## src/rtl/ahbw_pkg.sv

```systemverilog
`timescale 1ns/1ps
// Shared encodings for the AHB slave wrapper control block.
// Assumes the standard two-bit transfer and response codings on the bus.
package ahbw_pkg;

    localparam logic [1:0] TR_IDLE   = 2'b00;
    localparam logic [1:0] TR_BUSY   = 2'b01;
    localparam logic [1:0] TR_NONSEQ = 2'b10;
    localparam logic [1:0] TR_SEQ    = 2'b11;

    localparam logic [1:0] RSP_OKAY  = 2'b00;
    localparam logic [1:0] RSP_ERROR = 2'b01;
    localparam logic [1:0] RSP_RETRY = 2'b10;

    typedef enum logic [2:0] {
        ST_IDLE     = 3'd0,
        ST_ACCESS   = 3'd1,
        ST_ALU_WORK = 3'd2,
        ST_RD_WAIT  = 3'd3,
        ST_WR_WAIT  = 3'd4,
        ST_ERROR    = 3'd5
    } wrap_state_e;

endpackage

```

## src/rtl/ahbw_xfer_decode.sv

```systemverilog
`timescale 1ns/1ps
// Classifies the address phase presented on the bus this cycle.
// Assumes an address phase counts only when the slave is selected
// and the bus ready is high; BUSY and IDLE never count as active.
module ahbw_xfer_decode
    import ahbw_pkg::*;
(
    input  logic       hsel,
    input  logic       hready,
    input  logic [1:0] htrans,
    output logic       xf_act,
    output logic       xf_busy,
    output logic       xf_nonseq,
    output logic       xf_seq
);

    logic sampled;

    // Qualify the transfer type with select and bus ready.
    always_comb begin
        sampled   = hsel && hready;
        xf_nonseq = sampled && (htrans == TR_NONSEQ);
        xf_seq    = sampled && (htrans == TR_SEQ);
        xf_busy   = sampled && (htrans == TR_BUSY);
        xf_act    = xf_nonseq || xf_seq;
    end

endmodule

```

## src/rtl/ahbw_rd_wait_cnt.sv

```systemverilog
`timescale 1ns/1ps
// Counts the read-latency wait cycles.
// Assumes load is raised on the edge that enters the wait state and
// adv is high for every cycle spent in it; last marks the final one.
module ahbw_rd_wait_cnt #(
    parameter int RD_LAT = 2
) (
    input  logic clk,
    input  logic rst_n,
    input  logic load,
    input  logic adv,
    output logic last
);

    localparam int CW = (RD_LAT > 1) ? $clog2(RD_LAT) : 1;
    localparam logic [CW-1:0] LAST_CNT = CW'(RD_LAT - 1);

    logic [CW-1:0] cnt_q;

    // Restart on load, otherwise step once per wait cycle.
    always_ff @(posedge clk) begin
        if (!rst_n) begin
            cnt_q <= '0;
        end else if (load) begin
            cnt_q <= '0;
        end else if (adv && (cnt_q != LAST_CNT)) begin
            cnt_q <= cnt_q + 1'b1;
        end
    end

    assign last = (cnt_q == LAST_CNT);

endmodule

```

## src/rtl/ahbw_resp_phase.sv

```systemverilog
`timescale 1ns/1ps
// Sequences the two cycles of an ERROR or RETRY response.
// Assumes kick is a single-cycle request; a kick during the second
// cycle restarts the sequence.
module ahbw_resp_phase (
    input  logic clk,
    input  logic rst_n,
    input  logic kick,
    output logic ph_first,
    output logic ph_second
);

    // Shift the kick through the two response cycles.
    always_ff @(posedge clk) begin
        if (!rst_n) begin
            ph_first  <= 1'b0;
            ph_second <= 1'b0;
        end else begin
            ph_first  <= kick;
            ph_second <= ph_first;
        end
    end

endmodule

```

## src/rtl/ahb_slave_ctrl_fsm.sv

```systemverilog
`timescale 1ns/1ps
// Control state machine for an AHB slave fronting embedded memories
// and a compute engine. Decides ready and response, issues memory
// strobes and the engine start. Assumes addr_ok and ctrl_hit are
// decoded from the same address phase as htrans, and that the
// memories and address generation live outside this block.
module ahb_slave_ctrl_fsm
    import ahbw_pkg::*;
#(
    parameter int RD_LAT = 2
) (
    input  logic       clk,
    input  logic       rst_n,
    input  logic       hsel,
    input  logic [1:0] htrans,
    input  logic       hwrite,
    input  logic       hready,
    input  logic       addr_ok,
    input  logic       ctrl_hit,
    input  logic       eng_done,
    output logic       hreadyout,
    output logic [1:0] hresp,
    output logic       mem_re,
    output logic       mem_we,
    output logic       eng_start
);

    wrap_state_e st_q, st_d;
    logic dir_w_q, dir_w_d;
    logic done_pend_q, done_pend_d;
    logic re_q, we_q, start_q;
    logic re_d, we_d, start_d;
    logic err_kick, rty_kick, wait_load, beat_bad;
    logic xf_act, xf_busy, xf_nonseq, xf_seq;
    logic wait_last, ph_first, ph_second;

    ahbw_xfer_decode u_dec (
        .hsel      (hsel),
        .hready    (hready),
        .htrans    (htrans),
        .xf_act    (xf_act),
        .xf_busy   (xf_busy),
        .xf_nonseq (xf_nonseq),
        .xf_seq    (xf_seq)
    );

    ahbw_rd_wait_cnt #(.RD_LAT(RD_LAT)) u_wait (
        .clk   (clk),
        .rst_n (rst_n),
        .load  (wait_load),
        .adv   (st_q == ST_RD_WAIT),
        .last  (wait_last)
    );

    ahbw_resp_phase u_phase (
        .clk       (clk),
        .rst_n     (rst_n),
        .kick      (err_kick || rty_kick),
        .ph_first  (ph_first),
        .ph_second (ph_second)
    );

    // Next-state and strobe decisions for the current cycle.
    always_comb begin
        st_d        = st_q;
        dir_w_d     = dir_w_q;
        done_pend_d = 1'b0;
        re_d        = 1'b0;
        we_d        = 1'b0;
        start_d     = 1'b0;
        err_kick    = 1'b0;
        rty_kick    = 1'b0;
        wait_load   = 1'b0;
        beat_bad    = !addr_ok
                   || ((st_q == ST_IDLE) && xf_seq)
                   || (ctrl_hit && !((st_q == ST_IDLE) && xf_nonseq && hwrite));
        case (st_q)
            ST_IDLE, ST_ACCESS, ST_WR_WAIT: begin
                if (xf_act) begin
                    if (beat_bad) begin
                        st_d     = ST_ERROR;
                        err_kick = 1'b1;
                    end else if (ctrl_hit) begin
                        st_d    = ST_ALU_WORK;
                        start_d = 1'b1;
                    end else if (hwrite) begin
                        st_d    = ST_ACCESS;
                        dir_w_d = 1'b1;
                        we_d    = 1'b1;
                    end else if ((st_q == ST_ACCESS) && !dir_w_q && xf_seq) begin
                        st_d = ST_ACCESS;
                        re_d = 1'b1;
                    end else begin
                        st_d      = ST_RD_WAIT;
                        dir_w_d   = 1'b0;
                        wait_load = 1'b1;
                    end
                end else if (xf_busy && (st_q != ST_IDLE)) begin
                    st_d = dir_w_q ? ST_WR_WAIT : ST_ACCESS;
                end else begin
                    st_d = ST_IDLE;
                end
            end
            ST_RD_WAIT: begin
                if (wait_last) begin
                    st_d = ST_ACCESS;
                    re_d = 1'b1;
                end
            end
            ST_ERROR: begin
                if (ph_second) begin
                    st_d = ST_IDLE;
                end
            end
            ST_ALU_WORK: begin
                done_pend_d = done_pend_q || eng_done;
                if (ph_first) begin
                    st_d = ST_ALU_WORK;
                end else if (xf_act) begin
                    rty_kick = 1'b1;
                end else if (done_pend_q || eng_done) begin
                    st_d        = ST_IDLE;
                    done_pend_d = 1'b0;
                end
            end
            default: st_d = ST_IDLE;
        endcase
    end

    // State, direction, pending-done and strobe registers.
    always_ff @(posedge clk) begin
        if (!rst_n) begin
            st_q        <= ST_IDLE;
            dir_w_q     <= 1'b0;
            done_pend_q <= 1'b0;
            re_q        <= 1'b0;
            we_q        <= 1'b0;
            start_q     <= 1'b0;
        end else begin
            st_q        <= st_d;
            dir_w_q     <= dir_w_d;
            done_pend_q <= done_pend_d;
            re_q        <= re_d;
            we_q        <= we_d;
            start_q     <= start_d;
        end
    end

    // Ready and response follow the registered state only.
    always_comb begin
        hreadyout = !((st_q == ST_RD_WAIT)
                   || ((st_q == ST_ERROR) && ph_first)
                   || ((st_q == ST_ALU_WORK) && ph_first));
        if (st_q == ST_ERROR) begin
            hresp = RSP_ERROR;
        end else if ((st_q == ST_ALU_WORK) && (ph_first || ph_second)) begin
            hresp = RSP_RETRY;
        end else begin
            hresp = RSP_OKAY;
        end
    end

    assign mem_re    = re_q;
    assign mem_we    = we_q;
    assign eng_start = start_q;

    // ERROR starts with a wait cycle and ends with a ready cycle.
    assert_err_two_cycle_R8: assert property (@(posedge clk) disable iff (!rst_n)
        (hresp == RSP_ERROR && !hreadyout) |=> (hresp == RSP_ERROR && hreadyout));

    // RETRY has the same two-cycle shape.
    assert_retry_two_cycle_R11: assert property (@(posedge clk) disable iff (!rst_n)
        (hresp == RSP_RETRY && !hreadyout) |=> (hresp == RSP_RETRY && hreadyout));

    // no memory strobe while the engine state persists.
    assert_no_mem_in_work_R11: assert property (@(posedge clk) disable iff (!rst_n)
        (st_q == ST_ALU_WORK) |=> (!mem_we && !mem_re));

    // the start strobe lasts one cycle.
    assert_start_pulse_R10: assert property (@(posedge clk) disable iff (!rst_n)
        eng_start |=> !eng_start);

    // strobes never overlap.
    assert_strobes_exclusive_R3: assert property (@(posedge clk) disable iff (!rst_n)
        $onehot0({mem_re, mem_we, eng_start}));

    // a fresh valid read from Idle opens with a wait cycle.
    assert_read_wait_R4: assert property (@(posedge clk) disable iff (!rst_n)
        (st_q == ST_IDLE && xf_nonseq && !hwrite && addr_ok && !ctrl_hit)
        |=> (!hreadyout && hresp == RSP_OKAY));

    // in Idle with no active beat the slave stays quiet.
    assert_idle_quiet_R2: assert property (@(posedge clk) disable iff (!rst_n)
        (st_q == ST_IDLE && !xf_act)
        |=> (hreadyout && hresp == RSP_OKAY && !mem_we && !mem_re && !eng_start));

endmodule

```

## config.mk

```make
export PLATFORM = sky130hd
export DESIGN_NAME = ahb_slave_ctrl_fsm
export DESIGN_NICKNAME = d
export VERILOG_FILES = /design/src/rtl/ahbw_pkg.sv /design/src/rtl/ahbw_xfer_decode.sv /design/src/rtl/ahbw_rd_wait_cnt.sv /design/src/rtl/ahbw_resp_phase.sv /design/src/rtl/ahb_slave_ctrl_fsm.sv
export SDC_FILE = /design/constraint.sdc
export NUM_CORES = 1
export LEC_CHECK = 0
export BUFFER_PORTS_ARGS = -buffer_cell sky130_fd_sc_hd__buf_2
export CAP_MARGIN = 25
export CORE_MARGIN = 2
export CORE_UTILIZATION = 45
export DETAILED_ROUTE_END_ITERATION = 6
export GPL_TIMING_DRIVEN = 0
export PLACE_DENSITY_LB_ADDON = 0.12
export SLEW_MARGIN = 20
export SYNTH_ARGS = -nofsm -noshare
export SYNTH_HDL_FRONTEND = slang
export SYNTH_SLANG_ARGS = --single-unit
```

## constraint.sdc

```tcl
create_clock -name clk -period 1.32 [get_ports clk]
set_input_delay 0.264 -clock clk [delete_from_list [all_inputs] [get_ports clk]]
set_output_delay 0.264 -clock clk [all_outputs]
set_load 0.02 [all_outputs]
```

**Yosys cells after proc, flatten, opt, wreduce, memory -nomap -nowiden**

Index checks and enable logic that the tools add are counted.

- Muxes and demuxes: 40
- Eq/ne operators: 13
- $add $sub $neg: 1
- Reductions and logical operators: 36
- Bitwise gates (word level): 6

Operator list:

| kind | count |
|---|---|
| $mux W3 | 9 |
| $mux W1 | 24 |
| $logic_and A1 B1 Y1 | 15 |
| $pmux W3 S4 | 1 |
| $mux W2 | 5 |
| $logic_or A1 B1 Y1 | 8 |
| $eq A3 B2 Y1 const B | 2 |
| $eq A3 B3 Y1 const B | 2 |
| $ne A3 B2 Y1 const B | 2 |
| $not A1 Y1 | 6 |
| $reduce_and A5 Y1 | 1 |
| $reduce_or A5 Y1 | 1 |
| $eq A2 B2 Y1 const B | 2 |
| $logic_not A1 Y1 | 4 |
| $ne A2 B2 Y1 const B | 2 |
| $reduce_and A4 Y1 | 1 |
| $reduce_or A4 Y1 | 1 |
| $eq A3 B1 Y1 const B | 1 |
| $logic_not A3 Y1 | 1 |
| $reduce_bool A3 Y1 | 1 |
| $reduce_or A3 Y1 | 1 |
| $eq A2 B1 Y1 const B | 1 |
| $ne A2 B1 Y1 const B | 1 |
| $pmux W1 S2 | 1 |
| 3 further kinds | 3 |

- Bits in registers: 11
- Logic and storage cells: 105
- Output and inout port bits: 6
- Input bits: 10

**Depth between registers and ports, before layout**

- Depth in word-level cells: 11
- Depth in mapped cells: 5
- Gate-level depth less buffers: 4

**Cells and area by module**

From an unflattened synthesis, not the netlist that was laid out.

- Cells, all modules: 74
- Area total of the unflattened synthesis: 626.9 µm²

By module, submodules not included:

| module | area each (µm²) | instances | sequential area each (µm²) | cells an instance |
|---|---|---|---|---|
| ahb_slave_ctrl_fsm | 501.7 | 1 | 160.2 | 63 |
| ahbw_resp_phase | 52.6 | 1 | 40.0 | 4 |
| ahbw_rd_wait_cnt | 36.3 | 1 | 20.0 | 3 |
| ahbw_xfer_decode | 36.3 | 1 | 0.0 | 4 |

**Worst setup path before layout**

OpenSTA, ideal clock, no wires.

- Kind: reg2reg
- Start: register st_q[2]
- End: register st_q[0]
- Required time: 1204 ps
- Slack: -141 ps
- Setup time: 116 ps
- Stages on the path, launching flop included: 6
- Period minus slack after synthesis: 1461 ps
- Arrival time: 1344 ps
- Buffers on the path: 1
- Cell sequence: dfxtp_1 > buf_6 > nor4b_4 > nand4b_1 > a211o_1 > a41o_1

- Longest elaborated chain between the ends: 9
- Elaborated cells between the ends (all ways): 25
- Those cells by class: 9 x eq/ne; 4 x mux; 12 x reduce/logical

Ends and longest elaborated chain:

| what | line | text |
|---|---|---|
| start: declaration | ahb_slave_ctrl_fsm.sv:28 | `wrap_state_e st_q, st_d;` |
| start signal: assignment | ahb_slave_ctrl_fsm.sv:140 | `st_q <= st_d;` |
| $logic_not A3 Y1 | ahb_slave_ctrl_fsm.sv:75, ahb_slave_ctrl_fsm.sv:76, ahb_slave_ctrl_fsm.sv:77 |  |
| $logic_and A1 B1 Y1 (2 in series) | ahb_slave_ctrl_fsm.sv:76 | `\|\| (ctrl_hit && !((st_q == ST_IDLE) && xf_nonseq && hwrite));` |
| $logic_not A1 Y1 | ahb_slave_ctrl_fsm.sv:76 |  |
| $logic_and A1 B1 Y1 | ahb_slave_ctrl_fsm.sv:76 |  |
| $logic_or A1 B1 Y1 | ahb_slave_ctrl_fsm.sv:76 |  |
| $mux W3 | ahb_slave_ctrl_fsm.sv:80 | `if (beat_bad) begin` |
| $mux W3 | ahb_slave_ctrl_fsm.sv:79 | `if (xf_act) begin` |
| $pmux W3 S4 | ahb_slave_ctrl_fsm.sv:77 | `case (st_q)` |

Parallel ways exist; a longest one is shown, timed or not.
A chain may end at the register's enable or synchronous reset.

**Worst setup path after layout**

- Start: register st_q[0]
- End: register st_q[2]

Same word-level chain as after synthesis.

==> results.json <==
{
  "cts_max_path_buffers": 2,
  "start_util_pct": 49.6,
  "r2r_cells": 6,
  "viasPerCell": 6.12,
  "drc": 0,
  "nets": 121,
  "core_mm2": 0.00135,
  "htree_num_levels": 1,
  "wl_um": 2030,
  "grtUsageTotal_pct": 24.9,
  "die_area_mm2": 0.00181,
  "fin_hold_ws_ns": 0.250,
  "failed_checks": "setup timing",
  "cp.required_ns": 1.55,
  "max_slew_margin_pct": 73.2,
  "hp-class": "in -> reg",
  "netlist_area_um2": 669,
  "avgSynthCellArea_um2": 8.37,
  "startpoint": "st_q[0]",
  "ant_nets": 0,
  "total_power_uw": 728,
  "yosys_warnings": 0,
  "tritoncts": "yes",
  "hpwl_um": 1190,
  "rsz0062_at_grt": "yes",
  "placed_cell_area_um2": 761,
  "async_flop_share_pct": 0,
  "hold_viol_final": 0,
  "ys_types": 36,
  "area_growth_pct": 50.5,
  "period_minus_slack_ns": 1.56,
  "ir_drop_uv": 478,
  "cts-root-buf": "clkbuf_4",
  "synth.net_count": 90,
  "finalNonFillerCells": 125,
  "io_pins": 16,
  "cts.clk_slew.worst_paths_ns": 0.08,
  "gp_congestion": 0.871,
  "drv_slew": 0,
  "period_share_pct": 118,
  "worst_pin_slew_ns": 0.402,
  "outcome": "finished with violations",
  "synth-seq-cells": 11,
  "skew_ns": 0.00570,
  "clkSinkCount": 11,
  "crit_fanout": 5,
  "postLayoutCellArea_mm2": 0.00101,
  "num-fill-cells": 100,
  "synth_cells": 80,
  "p_per_area_mw_per_mm2": 722,
  "arrival_ns": 1.79,
  "grt_start_max_net_pins": 11,
  "die_h_um": 42.6,
  "r2r_end": "st_q[2]",
  "wire_per_inst_um": 16.2,
  "clock_latency_ns": 0.29,
  "fin_ws_ns": -0.242,
  "critPathLaunchType": "flop",
  "power_leakage_uw": 0.000406,
  "place_inst": 108,
  "cts_buffers": 3,
  "synthFlopType": "dfxtp_1",
  "gr-total-overflow": 0,
  "cap_violations": 0,
  "die_w_um": 42.6,
  "grt_pass1_vias": 731,
  "r2r_slack_ns": -0.24,
  "rows": 13,
  "r2r-start": "st_q[0]",
  "synth_edf_count": 0,
  "firstDrtPassIters": 4,
  "final-setup-viol-count": 10,
  "dr_total_vias": 765,
  "crit_path_end": "st_q[2]",
  "seq_area_frac_synth_pct": 32.9,
  "drt_iter0_drc": 25,
  "critPathKind": "reg -> reg",
  "port_buffers": 13,
  "end_kind": "flop",
  "antenna_found_initial": 0,
  "max_freq_mhz": 640,
  "drive_gt1_share_pct": 47.3,
  "grt_pass1_wl_um": 3390,
  "antennaDiodeCount": 0
}
-- sequential cells by signal, summed over array words and instances (netlist names) --
signal	cells
dir_w_q	1
done_pend_q	1
eng_start	1
mem_re	1
mem_we	1
st_q	3
u_phase.ph_first	1
u_phase.ph_second	1
u_wait.last	1
-- per-layer routing --
layer	part of all wire, %	routed length [um]	up-vias	global-route usage, %
met1	43	872	359	32.6
met3	5.8	117	9	2.59
li1	-	-	364	-
met5	0	0	-	0
met4	3.9	80	0	13.1
met2	47	960	33	39.7
-- cells by family (layout without fill, tap and decap cells) --
kind of cell           after synthesis  in the layout  share of synthesized area [%]
AND/OR/NAND/NOR                     39             39                           36.6
AO/OA/AOI/OAI                       22             22                           22.6
flip-flops                          11             11                           32.9
buffers and inverters                7             37                           6.54
XOR/XNOR                             1              1                           1.31
-- how the worst min path moves through the flow --
| stage | depth (start not counted) | to | from | slack, ns |
|---|---|---|---|---|
| global route | 3 | mem_we | hwrite | 0.27 |
| global placement | 2 | dir_w_q | dir_w_q | 0.51 |
| CTS | 3 | mem_we | hwrite | 0.25 |
| detailed placement | 2 | dir_w_q | dir_w_q | 0.52 |
| finish | 3 | mem_we | hwrite | 0.25 |
| floorplan | 2 | mem_we | hwrite | 0.38 |
-- critical path, cell delays in order, from the launching register on --
cell     delay (ns)
dfxtp_2        0.34
buf_4          0.13
buf_6          0.12
xnor2_1        0.11
or4b_1         0.48
a31oi_1        0.19
o21a_1         0.15
-- report_power, final --
group	leakage, uW	switching [uW]	internal [uW]
Combinational	0.000298	72.0	69.3
Clock	0.0000177	133	113
Sequential	0.0000910	5.78	335
-- per-stage QoR --
stage                     setup TNS [ns]  setup slack (ns)  util, %
final                              -1.22            -0.242     74.6
after global routing               -1.76            -0.260     74.6
after CTS                          -1.37            -0.178     69.4
after detailed placement           -1.20            -0.249     56.3
after global placement             -1.05            -0.254     56.3
after floorplan                   -0.174            -0.118        -
-- synthesized netlist by cell type (3+ instances only) --
| cell | n | area (um^2) |
|---|---|---|
| dfxtp_1 | 11 | 220 |
| nor2_1 | 9 | 33.8 |
| nand2_1 | 6 | 22.5 |
| a21oi_1 | 5 | 25.0 |
| nand3_1 | 3 | 15.0 |
| nor3_1 | 3 | 15.0 |
| nor3b_1 | 3 | 22.5 |
| o21ai_0 | 3 | 15.0 |
-- layout make-up --
cell class	instances	area (um^2)	share of cell area, %
plain buffers	5	46.3	4.60
clock buffers	3	22.5	2.24
clock inverters	1	5.00	0.497
inverters	2	7.51	0.745
multi-input cells	62	490	48.7
flip-flops and latches	11	228	22.6
well taps	15	18.8	1.86
repair buffers	26	189	18.8
-- repair_timing --
item / 4_1_cts / 5_1_grt
gates cloned: 2 / 0
pin swaps: 11 / 4
endpoints found under the setup margin: 10 / 12
hold buffers: 0 / 0
resized for setup: 21 / 13
setup buffers: 9 / 2
-- placed cells by master (no fill, tap or decap), types with 3 or more instances in the layout --
cell type  count
dfxtp_1        7
clkbuf_4       3
nand3_1        3
buf_4         11
buf_6          7
nor2_4         3
buf_2         11
nand2_1        4
nor2_1         6
a21oi_1        3
nor3_1         3
dfxtp_2        3
(Power assumes the default switching activity.)
